[config.mk]
export PLATFORM = sky130hd
export DESIGN_NAME = samp_cond
export DESIGN_NICKNAME = d
export VERILOG_FILES = /design/src/rtl/samp_cond_pkg.sv /design/src/rtl/pair_mean.sv /design/src/rtl/blk_avg_lane.sv /design/src/rtl/mov_avg_lane.sv /design/src/rtl/out_coder.sv /design/src/rtl/samp_cond.sv
export SDC_FILE = /design/constraint.sdc
export NUM_CORES = 1
export LEC_CHECK = 0
export ABC_AREA = 1
export BUFFER_PORTS_ARGS = -buffer_cell sky130_fd_sc_hd__buf_4
export CAP_MARGIN = 20
export CORE_MARGIN = 2
export CORE_UTILIZATION = 56
export CTS_BUF_LIST = sky130_fd_sc_hd__clkbuf_4
export CTS_CLUSTER_SIZE = 12
export DETAILED_ROUTE_END_ITERATION = 7
export GPL_TIMING_DRIVEN = 0
export PLACE_DENSITY = 0.83
export SLEW_MARGIN = 0
export SYNTH_ARGS = -nofsm -noshare
export SYNTH_HDL_FRONTEND = slang
export SYNTH_SLANG_ARGS = --single-unit
[constraint.sdc]
create_clock -name clk -period 16.3 [get_ports clk]
set_input_delay 2.445 -clock clk [delete_from_list [all_inputs] [get_ports clk]]
set_output_delay 2.445 -clock clk [all_outputs]
set_load 0.02 [all_outputs]
[src/rtl/samp_cond_pkg.sv]
package samp_cond_pkg;

  typedef enum logic [1:0] {
    PATH_PASS  = 2'd0,
    PATH_BLOCK = 2'd1,
    PATH_MOVE  = 2'd2
  } path_e;

  localparam logic [4:0] XOR_KEY = 5'b01111;

endpackage

[src/rtl/pair_mean.sv]
module pair_mean #(
  parameter int W = 20
) (
  input  logic                en,
  input  logic signed [W-1:0] a,
  input  logic signed [W-1:0] b,
  output logic signed [W-1:0] oa,
  output logic signed [W-1:0] ob
);
  localparam int SW = W + 1;

  logic signed [SW-1:0] total;
  logic signed [SW-1:0] half;

  always_comb begin
    total = SW'(a) + SW'(b) + SW'(1);
    half  = total >>> 1;
    oa    = en ? W'(half) : a;
    ob    = en ? W'(half) : b;
  end

endmodule

[src/rtl/blk_avg_lane.sv]
module blk_avg_lane #(
  parameter int W       = 20,
  parameter int MAXLOG  = 7
) (
  input  logic                clk,
  input  logic                rst_n,
  input  logic                step,
  input  logic                clear,
  input  logic [2:0]          code,
  input  logic signed [W-1:0] din,
  output logic signed [W-1:0] dout,
  output logic                done
);
  localparam int ACC_W = W + MAXLOG;
  localparam int RW    = ACC_W + 1;
  localparam int CNT_W = MAXLOG;

  logic signed [ACC_W-1:0] acc, acc_sum;
  logic [CNT_W-1:0]        cnt, last_idx;
  logic [2:0]              k;
  logic signed [RW-1:0]    rnd, avg;
  logic                    at_end;

  always_comb begin
    k        = (int'(code) >= MAXLOG - 1) ? 3'(MAXLOG) : code + 3'd1;
    last_idx = CNT_W'((1 << k) - 1);
    acc_sum  = acc + ACC_W'(din);
    at_end   = (cnt >= last_idx);
    done     = step && !clear && at_end;
    rnd      = RW'(acc_sum) + (RW'(1) << (k - 3'd1));
    avg      = rnd >>> k;
    dout     = W'(avg);
  end

  always_ff @(posedge clk) begin
    if (!rst_n) begin
      acc <= '0;
      cnt <= '0;
    end else if (clear) begin
      acc <= '0;
      cnt <= '0;
    end else if (step) begin
      if (at_end) begin
        acc <= '0;
        cnt <= '0;
      end else begin
        acc <= acc_sum;
        cnt <= cnt + 1'b1;
      end
    end
  end


  blk_done_gap_chk: assert property (@(posedge clk) disable iff (!rst_n)
    done |=> !done);


  blk_sync_clr_chk: assert property (@(posedge clk) disable iff (!rst_n)
    clear |=> (cnt == '0));

endmodule

[src/rtl/mov_avg_lane.sv]
module mov_avg_lane #(
  parameter int W         = 20,
  parameter int DEPTH_LOG = 3
) (
  input  logic                clk,
  input  logic                rst_n,
  input  logic                step,
  input  logic                clear,
  input  logic [1:0]          code,
  input  logic signed [W-1:0] din,
  output logic signed [W-1:0] dout,
  output logic                done
);
  localparam int DEPTH  = 1 << DEPTH_LOG;
  localparam int SUM_W  = W + DEPTH_LOG;
  localparam int RW     = SUM_W + 1;
  localparam int FILL_W = DEPTH_LOG + 1;

  logic signed [W-1:0]     hist [DEPTH];
  logic signed [SUM_W-1:0] sum, base_sum, sum_next;
  logic [FILL_W-1:0]       fill, base_fill, wlen;
  logic [DEPTH_LOG-1:0]    oldest;
  logic signed [W-1:0]     drop;
  logic signed [RW-1:0]    half, rnd, avg;

  always_comb begin
    wlen      = FILL_W'(1) << code;
    oldest    = DEPTH_LOG'(wlen - 1'b1);
    base_sum  = clear ? '0 : sum;
    base_fill = clear ? '0 : fill;
    drop      = (base_fill >= wlen) ? hist[oldest] : '0;
    sum_next  = base_sum + SUM_W'(din) - SUM_W'(drop);
    done      = step && (code != 2'd0) && (base_fill >= wlen - 1'b1);
    half      = (code == 2'd0) ? '0 : (RW'(1) << (code - 2'd1));
    rnd       = RW'(sum_next) + half;
    avg       = rnd >>> code;
    dout      = W'(avg);
  end

  always_ff @(posedge clk) begin
    if (!rst_n) begin
      sum  <= '0;
      fill <= '0;
      for (int i = 0; i < DEPTH; i++) hist[i] <= '0;
    end else if (step) begin
      hist[0] <= din;
      for (int i = 1; i < DEPTH; i++) hist[i] <= hist[i-1];
      sum  <= sum_next;
      fill <= (base_fill == FILL_W'(DEPTH)) ? base_fill : base_fill + 1'b1;
    end else if (clear) begin
      sum  <= '0;
      fill <= '0;
    end
  end


  mov_fill_after_out_chk: assert property (@(posedge clk) disable iff (!rst_n)
    done |=> (fill >= $past(wlen)));


  mov_restart_chk: assert property (@(posedge clk) disable iff (!rst_n)
    (clear && step) |=> (fill == FILL_W'(1)));

endmodule

[src/rtl/out_coder.sv]
module out_coder
  import samp_cond_pkg::*;
#(
  parameter int W = 20
) (
  input  logic         offset_bin,
  input  logic [4:0]   xor_sel,
  input  logic [W-1:0] din,
  output logic [W-1:0] dout
);
  logic [W-1:0] fmt;

  always_comb begin
    fmt = din;
    if (offset_bin) fmt[W-1] = ~din[W-1];
    dout = fmt;
    if (xor_sel == XOR_KEY) dout[W-1:1] = fmt[W-1:1] ^ {(W-1){fmt[0]}};
  end

endmodule

[src/rtl/samp_cond.sv]
module samp_cond
  import samp_cond_pkg::*;
#(
  parameter int SAMPLE_W      = 20,
  parameter int MAX_BLK_LOG   = 7,
  parameter int MOV_DEPTH_LOG = 3
) (
  input  logic                clk,
  input  logic                rst_n,
  input  logic                cfg_blk_en,
  input  logic [2:0]          cfg_blk_code,
  input  logic                cfg_blk_sync,
  input  logic [1:0]          cfg_mov_code,
  input  logic                cfg_pair_avg,
  input  logic                cfg_offset_bin,
  input  logic [4:0]          cfg_xor_sel,
  input  logic                s_valid,
  output logic                s_ready,
  input  logic [SAMPLE_W-1:0] s_cha,
  input  logic [SAMPLE_W-1:0] s_chb,
  output logic                m_valid,
  input  logic                m_ready,
  output logic [SAMPLE_W-1:0] m_cha,
  output logic [SAMPLE_W-1:0] m_chb
);
  localparam int NCH = 2;

  logic  accept, blk_act, mov_act, mov_clear, blk_clear, produce;
  logic  blk_en_q;
  logic [1:0] mov_code_q;
  path_e path;

  logic signed [SAMPLE_W-1:0] lane_in  [NCH];
  logic signed [SAMPLE_W-1:0] blk_out  [NCH];
  logic signed [SAMPLE_W-1:0] mov_out  [NCH];
  logic signed [SAMPLE_W-1:0] staged   [NCH];
  logic [SAMPLE_W-1:0]        coded    [NCH];
  logic [NCH-1:0]             blk_done, mov_done;

  assign s_ready = !m_valid || m_ready;
  assign accept  = s_valid && s_ready;

  always_comb begin
    blk_act   = cfg_blk_en;
    mov_act   = !cfg_blk_en && (cfg_mov_code != 2'd0);
    blk_clear = cfg_blk_sync || !cfg_blk_en;
    mov_clear = !mov_act || (cfg_mov_code != mov_code_q) || (cfg_blk_en != blk_en_q);
    if (blk_act)      path = PATH_BLOCK;
    else if (mov_act) path = PATH_MOVE;
    else              path = PATH_PASS;
    case (path)
      PATH_BLOCK: produce = blk_done[0];
      PATH_MOVE:  produce = mov_done[0];
      default:    produce = accept;
    endcase
  end

  always_ff @(posedge clk) begin
    if (!rst_n) begin
      blk_en_q   <= 1'b0;
      mov_code_q <= 2'd0;
    end else begin
      blk_en_q   <= cfg_blk_en;
      mov_code_q <= cfg_mov_code;
    end
  end

  pair_mean #(.W(SAMPLE_W)) u_pair (
    .en (cfg_pair_avg),
    .a  (s_cha),
    .b  (s_chb),
    .oa (lane_in[0]),
    .ob (lane_in[1])
  );

  for (genvar g = 0; g < NCH; g++) begin : g_lane
    blk_avg_lane #(.W(SAMPLE_W), .MAXLOG(MAX_BLK_LOG)) u_blk (
      .clk   (clk),
      .rst_n (rst_n),
      .step  (accept && blk_act),
      .clear (blk_clear),
      .code  (cfg_blk_code),
      .din   (lane_in[g]),
      .dout  (blk_out[g]),
      .done  (blk_done[g])
    );

    mov_avg_lane #(.W(SAMPLE_W), .DEPTH_LOG(MOV_DEPTH_LOG)) u_mov (
      .clk   (clk),
      .rst_n (rst_n),
      .step  (accept && mov_act),
      .clear (mov_clear),
      .code  (cfg_mov_code),
      .din   (lane_in[g]),
      .dout  (mov_out[g]),
      .done  (mov_done[g])
    );

    always_comb begin
      case (path)
        PATH_BLOCK: staged[g] = blk_out[g];
        PATH_MOVE:  staged[g] = mov_out[g];
        default:    staged[g] = lane_in[g];
      endcase
    end

    out_coder #(.W(SAMPLE_W)) u_cod (
      .offset_bin (cfg_offset_bin),
      .xor_sel    (cfg_xor_sel),
      .din        (staged[g]),
      .dout       (coded[g])
    );
  end

  always_ff @(posedge clk) begin
    if (!rst_n) begin
      m_valid <= 1'b0;
      m_cha   <= '0;
      m_chb   <= '0;
    end else if (produce) begin
      m_valid <= 1'b1;
      m_cha   <= coded[0];
      m_chb   <= coded[1];
    end else if (m_ready) begin
      m_valid <= 1'b0;
    end
  end


  out_hold_chk: assert property (@(posedge clk) disable iff (!rst_n)
    (m_valid && !m_ready) |=> (m_valid && $stable(m_cha) && $stable(m_chb)));


  stall_no_take_chk: assert property (@(posedge clk) disable iff (!rst_n)
    (m_valid && !m_ready) |-> !s_ready);


  pass_latency_chk: assert property (@(posedge clk) disable iff (!rst_n)
    (accept && path == PATH_PASS) |=> m_valid);


  lane_agree_chk: assert property (@(posedge clk) disable iff (!rst_n)
    (blk_done[0] == blk_done[1]) && (mov_done[0] == mov_done[1]));

endmodule

# Yosys cells after proc, flatten, opt, wreduce, memory -nomap -nowiden
# Memories as Yosys holds them, arrays and structs flattened.
# Index checks and enable logic that the tools add are counted.
[word_totals] reg_bits=166 latch_bits=0 mem_bits_rw=320 romBits=0 input_bits=58 output_inout_bits=42 wordCells=149 mem_count=2
[classes] n_addsub=21 multipliers=0 div_mod_pow=0 order_cmp=6 n_eq_ne=7 shift=8 mux=51 n_bitwise=21 reduce_logical=20
[mem_list] name="g_lane[0].u_mov.hist" words=8 word_bits=20 read_ports=8 rd_clocked_by_memory_dff=0 wr=8 line_no="mov_avg_lane.sv:19" rtl="logic signed [W-1:0] hist [DEPTH];"
[mem_list] name="g_lane[1].u_mov.hist" words=8 word_bits=20 read_ports=8 rd_clocked_by_memory_dff=0 wr=8 line_no="mov_avg_lane.sv:19"
[op_table] op="2-to-1 mux 20 bit" n=20
[op_table] op="2-to-1 mux 23 bit" n=4
[op_table] op="case mux 20 bit (2 select lines)" n=2
[op_table] op="adder 27 x 28 -> 28 bit" n=2
[op_table] op=">>> shifter 28 x 3 -> 20 bit" n=2
[op_table] op="adder 27 x 20 -> 27 bit" n=2
[op_table] op="2-to-1 mux 27 bit" n=2
[op_table] op="adder 23 x 24 -> 24 bit" n=2
[op_table] op=">>> shifter 24 x 2 -> 20 bit" n=2
[op_table] op="adder 23 x 20 -> 23 bit" n=2
[op_table] op="subtractor 23 x 20 -> 23 bit" n=2
[op_table] op="2-to-1 mux 19 bit" n=2
[op_table] op="XOR 19 bit" n=2
[op_table] op="left shift 1 x 3 -> 28 bit, first input constant" n=1
[op_table] op="2-to-1 mux 24 bit" n=1
[op_table] op="2-to-1 mux 4 bit" n=6
[op_table] op="left shift 1 x 2 -> 24 bit, first input constant" n=1
[op_table] op="adder 20 x 20 -> 21 bit" n=1
[op_table] op="adder 21 x 2 -> 21 bit, second input constant" n=1
[op_table] op="OR 1 bit" n=16
[op_table] op="adder 7 x 1 -> 7 bit, second input constant" n=2
[op_table] op="greater-or-equal comparator 7 bit" n=2
[op_table] op="2-to-1 mux 7 bit" n=2
[op_table] op="greater-or-equal comparator 4 bit" n=3
[op_table] op="26 further kinds" n=52

# Longest topological paths before layout
[logic_depth] word_depth=16 depth_mapped=46 depth_no_buf=45

# Hierarchy
# A second synthesis with hierarchy kept.
[unflattened] cells_unflattened=5708 area_unflattened_um2=38410.6
[by_module_without_submodules] mod="mov_avg_lane at g_lane[1].u_mov" n_inst=1 cells_each=1421 area_each_um2=11360.9 seq_area_each_um2=5345.1
[by_module_without_submodules] mod="mov_avg_lane at g_lane[0].u_mov" n_inst=1 cells_each=1396 area_each_um2=11277.1 seq_area_each_um2=5345.1
[by_module_without_submodules] mod="blk_avg_lane at g_lane[0].u_blk" n_inst=1 cells_each=964 area_each_um2=5336.4 seq_area_each_um2=680.7
[by_module_without_submodules] mod="blk_avg_lane at g_lane[1].u_blk" n_inst=1 cells_each=937 area_each_um2=5291.3 seq_area_each_um2=680.7
[by_module_without_submodules] mod="samp_cond" n_inst=1 cells_each=470 area_each_um2=2685.1 seq_area_each_um2=880.8
[by_module_without_submodules] mod="pair_mean" n_inst=1 cells_each=334 area_each_um2=1651.6 seq_area_each_um2=0.0
[by_module_without_submodules] mod="out_coder" n_inst=2 cells_each=93 area_each_um2=404.1 seq_area_each_um2=0.0

# Least setup slack after synthesis
# OpenSTA, ideal clock, no wires.
[synth_path] path_kind="input-to-reg" from="input cfg_mov_code[1]" to="register g_lane[0].u_mov.sum[1]" setup_ns=0.555 arrival_time_ns=12.737 t_required_ns=15.745 slack_ns=3.008 stages=10 n_path_buf=3 path_cell_list="buf_4 > inv_2 > nand2_2 > nand2_2 > nor2_1 > nor2_1 > inv_1 > clkbuf_1 > clkbuf_1 > o22ai_1"
[synth_via] elab_chain_cells=10 elab_cells_between_ends=17 cone_classes="add/sub: 3; order compare: 1; eq/ne: 1; shift: 1; mux: 4; reduce/logical: 6; memory: 1"
[synth_lines] element="from (decl)" line_no="samp_cond.sv:13" rtl="input logic [1:0] cfg_mov_code,"
[synth_lines] element="parallel branches: the longest is 9 deep, another holds adder 23 x 20 -> 23 bit"
[synth_lines] element="2-to-1 mux 23 bit (*)" line_no="mov_avg_lane.sv:45" rtl="end else if (step) begin"
[synth_lines] element="to (signal assigned)" line_no="mov_avg_lane.sv:48" rtl="sum <= sum_next;"
[synth_lines] element="to (decl)" line_no="mov_avg_lane.sv:20" rtl="logic signed [SUM_W-1:0] sum, base_sum, sum_next;"
# Mark *: on every way between the ends.
# A chain may end at the register's enable or synchronous reset.

# Worst setup path after layout
[layout_path] from="input cfg_blk_en" to="register m_chb[5]"
[layout_via] elab_chain_cells=14 elab_cells_between_ends=32 cone_classes="add/sub: 3; order compare: 2; eq/ne: 3; shift: 1; mux: 9; bitwise: 1; reduce/logical: 13"
[layout_lines] element="from (decl)" line_no="samp_cond.sv:10" rtl="input logic cfg_blk_en,"
[layout_lines] element="parallel branches: the longest is 14 deep, another holds adder 23 x 24 -> 24 bit"
[layout_lines] element="to (signal assigned)" line_no="samp_cond.sv:123" rtl="m_chb <= coded[1];"
[layout_lines] element="to (decl)" line_no="samp_cond.sv:24" rtl="output logic [SAMPLE_W-1:0] m_chb"
# Several ways; the timed one is not identified.

==> results.md <==
Clock network:
- The number of gates resized after CTS was 0.
- For this design, the CTS-stage hold fixing added 0 buffers.
- Clock-pin slew was measured on the worst setup and hold paths at 0.05 ns.
- Counting the buffers created by CTS gives 134.
- The clock insertion delay at the later pin of the skew report is 1.05 ns.
- Clock tree synthesis found a total of 486 sinks.
- The TritonCTS clock tree is done.
- The buffer type at the clock tree root is sky130_fd_sc_hd__clkbuf_4.
- The number of levels the H-tree was split into is 4.
- In this run the deepest clock path goes through 3 buffers.
- The number of buffers inserted by post-CTS setup repair is 0.

Yosys:
- Yosys printed 0 warnings.
- The number of flops mapped to enable cells by yosys is 320.
- The distinct cell type count of the synthesized netlist is 60.
- The synthesized netlist cell count is 5190.
- The share of synthesized area occupied by flip-flops and latches is 35.81%.
- Of all flip-flops after synthesis, the portion carrying an async set or reset was 0%.
- The average size of a mapped cell is 6.959 um2.
- In the synthesized netlist the dominant register cell turns out to be sky130_fd_sc_hd__edfxtp_1.
- Counting flops and latches in the post-synthesis netlist gives 486.
- The summed instance area of the synthesized netlist is 36110 um2.

Route:
- The iteration-0 DRC count of the detailed router is 4391.
- Wires add up to 129600 um.
- Dividing the detail-routed wire length by the instance count gives 20.21 um.
- Detailed routing inserted a total of 36399 vias.
- The number of DRC violations after detailed routing is 0.
- The final antenna-violating net count is 0.
- The pre-antenna-repair detailed-routing pass consisted of 6 iterations.
- After detailed routing, the number of vias per cell comes to 5.676.

Worst setup path:
- The maximum single-stage delay on the critical path is 0.63 ns.
- The slowest library cell on the worst path is sky130_fd_sc_hd__fa_1.
- The setup slack on the worst flop-to-flop path is 8.65 ns.
- The type of the worst setup path is in2reg.
- Of all nets on the critical path, the largest fanout is 10.
- The worst flop-to-flop path startpoint is blk_en_q.
- Tracing the worst setup path back leads to its startpoint at cfg_blk_en.
- The endpoint of the worst-slack reg-to-reg timing path is m_chb[5].
- The launching element type of the critical path is an input port.
- The critical path arrival is 10.21 ns.
- The critical path data required time is 17.17 ns.
- The most used cell along the critical path is sky130_fd_sc_hd__inv_1.
- The depth of the worst register-to-register path is 30.
- The nature of the critical path endpoint is a flop.

Timing:
- The worst slew margin relative to its limit is 23.23%.
- The worst hold slack is 0.4701 ns.
- The worst-case setup margin in the final layout is 6.968 ns.
- The achievable frequency is 107.2 MHz.
- In the finished design, the share of the clock period the worst path needs comes to 57.25%.
- Between clock sinks in the finished design, the worst skew comes to 0.1052 ns.
- The number of setup violations in the final report is 0.
- The shortest clock period the worst path allows after layout is 9.332 ns.
- At the pin with the least slew margin, the transition time is 1.139 ns.
- Setup repair after global routing left no endpoint under its margin.
- The hold violation count in the final report is 0.
- The count of final max-slew check failures was 0.

Cells and area:
- The count of filler cells inserted in the layout is 5932.
- The sequential cells in the finished layout cover a total of 12930 um2.
- The multi-input combinational cells in the finished layout cover a total of 19160 um2.
- The post-route netlist has 9.364% of its cells at a drive strength greater than 1.
- The final layout contains 5730 nets.
- The area added between synthesis and finish is 10.44%.
- The design area is 39880 um2.

Hold path:
- The worst hold path begins at g_lane[0].u_blk.acc[12].
- The type of the most critical hold path is reg2reg.
- The endpoint of the worst hold-timing path is g_lane[0].u_blk.acc[12].
- The worst hold path passes through 2 cells.

Power and ir drop:
- The worst supply voltage drop on vdd is 0.06073 mV.
- The analysis attributes to cell leakage a power of 19.61 nW.
- The power density relative to cell area is 107.8 nW/um2.

Global routing:
- Entering global routing, the biggest net connects 73 pins.
- The initial antenna violation count is 5.
- In the global route stage, overall resource usage came out at 38.70%.
- The number of global-route vias before repair came to 34563.
- The global-route wire length before repair is 196200 um.
- Summed over all layers, the global routing overflow is 0.

Floorplan:
- The initial cell density of the core is 56.33%.
- The die span in x is 258.0 um.
- The area inside the core boundary is 64120 um2.
- Row generation in the floorplan step produced 93 rows.
- The die covers 66540 um2.
- The top-level port count is 100.
- Measured along the y axis, the die boundary spans 258.0 um.

Placed design:
- The post-detailed-placement half-perimeter wirelength is 102800 um.
- Prior to clock tree synthesis, the placed netlist has a worst setup slack of 6.337 ns.
- The total cell area at the placement stage is 38230 um2.
- In this run the tool buffered the top-level ports with 96 buffer cells.
- At the end of routability-driven placement, the weighted congestion stood at 1.100.

Job:
- Across the run, the number of max-cap violations was 0.

Status:
- The run finished with clean final reports.
[worst max-delay path by stage]
stage | cells past startpoint | to
floorplan | 10 | g_lane[0].u_mov.sum[1]
global placement | 9 | g_lane[0].u_mov.sum[5]
global route | 33 | m_chb[5]
CTS | 33 | m_chb[5]
detailed placement | 33 | m_chb[5]
finish | 33 | m_chb[5]
[metrics by stage]
| step | setup TNS [ns] | cells | util, % | total power [mW] |
|---|---|---|---|---|
| after global placement | -213.59 | 6142 | 59.13 | 3.121 |
| after global routing | 0 | 6413 | 62.21 | 4.536 |
| after floorplan | 0 | 5191 | - | 2.631 |
| after CTS | 0 | 6408 | 62.19 | 4.249 |
| after detailed placement | 0 | 6172 | 59.62 | 3.130 |
| final | 0 | 6413 | 62.21 | 4.299 |
[cell usage after synthesis (all sizes together) (6+ instances only)]
cell type,n,share of area (%)
xnor2,20,0.49
fa,51,2.8
xor2,52,1.3
a211oi,9,0.19
o21ai,249,3.5
nand3b,18,0.37
edfxtp,320,27
o21bai,16,0.33
nand2,1431,15
nand3,433,6.3
a21oi,275,3.9
a31oi,14,0.24
o22ai,71,1.2
and2,6,0.10
nor3,37,0.63
clkbuf,120,1.3
or2,18,0.31
o211ai,53,1.1
inv,886,9.2
buf,46,0.61
ha,168,5.8
o221ai,9,0.22
nand4,80,1.4
a22oi,18,0.37
a21o,7,0.15
nor2,593,6.7
dfxtp,166,9.2
[final cells by class]
type	instances	area share, %
inverters	891	8.385
clock inverters	53	0.6839
flip-flops and latches	486	32.42
multi-input cells	3648	48.05
plain buffers	166	1.707
well taps	855	2.682
diodes	5	0.03137
repair buffers	126	2.591
clock buffers	183	3.444
[worst max-delay path, delay by kind of cell]
kind                     cells  cell delay, ns
AO/OA/AOI/OAI               10            2.22
AND/OR/NAND/NOR             11            1.98
adder cells (fa/ha/maj)      4            1.97
buffers and inverters        7            1.40
XOR/XNOR                     1            0.17
[sequential cells by signal, summed over array words and instances (netlist names)]
| name | flops |
|---|---|
| blk_en_q | 1 |
| g_lane.u_blk.acc | 54 |
| g_lane.u_blk.cnt | 14 |
| g_lane.u_mov.fill | 8 |
| mov_code_q | 2 |
| m_valid | 1 |
| m_chb | 20 |
| m_cha | 20 |
| g_lane.u_mov.sum | 46 |
| g_lane.u_mov.hist | 320 |
[where the power goes]
part | internal, mW | switching, mW | leakage, nW
Sequential | 1.39 | 0.0325 | 4.73
Clock | 0.541 | 0.583 | 0.959
Combinational | 0.501 | 1.25 | 13.9
Total | 2.43 | 1.87 | 19.6
[routing by layer]
| layer | vias to the layer above | global-route usage (%) | routed length [um] |
|---|---|---|---|
| met5 | - | 0 | 35 |
| met3 | 490 | 9.364 | 12940 |
| met2 | 1908 | 62.25 | 58030 |
| met4 | 6 | 25.29 | 9220 |
| li1 | 17376 | - | - |
| met1 | 16619 | 46.38 | 49350 |
[layout by cell type, fill, tap and decap left out, drive strengths merged, types with 14 or more instances in the layout]
| cell | instances |
|---|---|
| a31oi | 14 |
| nand3 | 433 |
| nand4 | 80 |
| clkbuf | 303 |
| dfxtp | 166 |
| nor3 | 37 |
| xnor2 | 20 |
| clkinv | 48 |
| o21bai | 16 |
| fa | 51 |
| nor2 | 593 |
| xor2 | 52 |
| inv | 891 |
| a22oi | 18 |
| or2 | 18 |
| nand2 | 1431 |
| edfxtp | 320 |
| buf | 172 |
| nand3b | 18 |
| a21oi | 275 |
| o211ai | 53 |
| o22ai | 71 |
| ha | 168 |
| o21ai | 249 |
[logic make-up after synthesis]
kind of cell	synth area share [%]
AO/OA/AOI/OAI	11.46
XOR/XNOR	1.746
adder cells (fa/ha/maj)	8.647
buffers and inverters	11.13
flip-flops	35.81
multiplexers	0.1386
other	0.01038
AND/OR/NAND/NOR	31.05
Power figures use the tool's default switching activity.
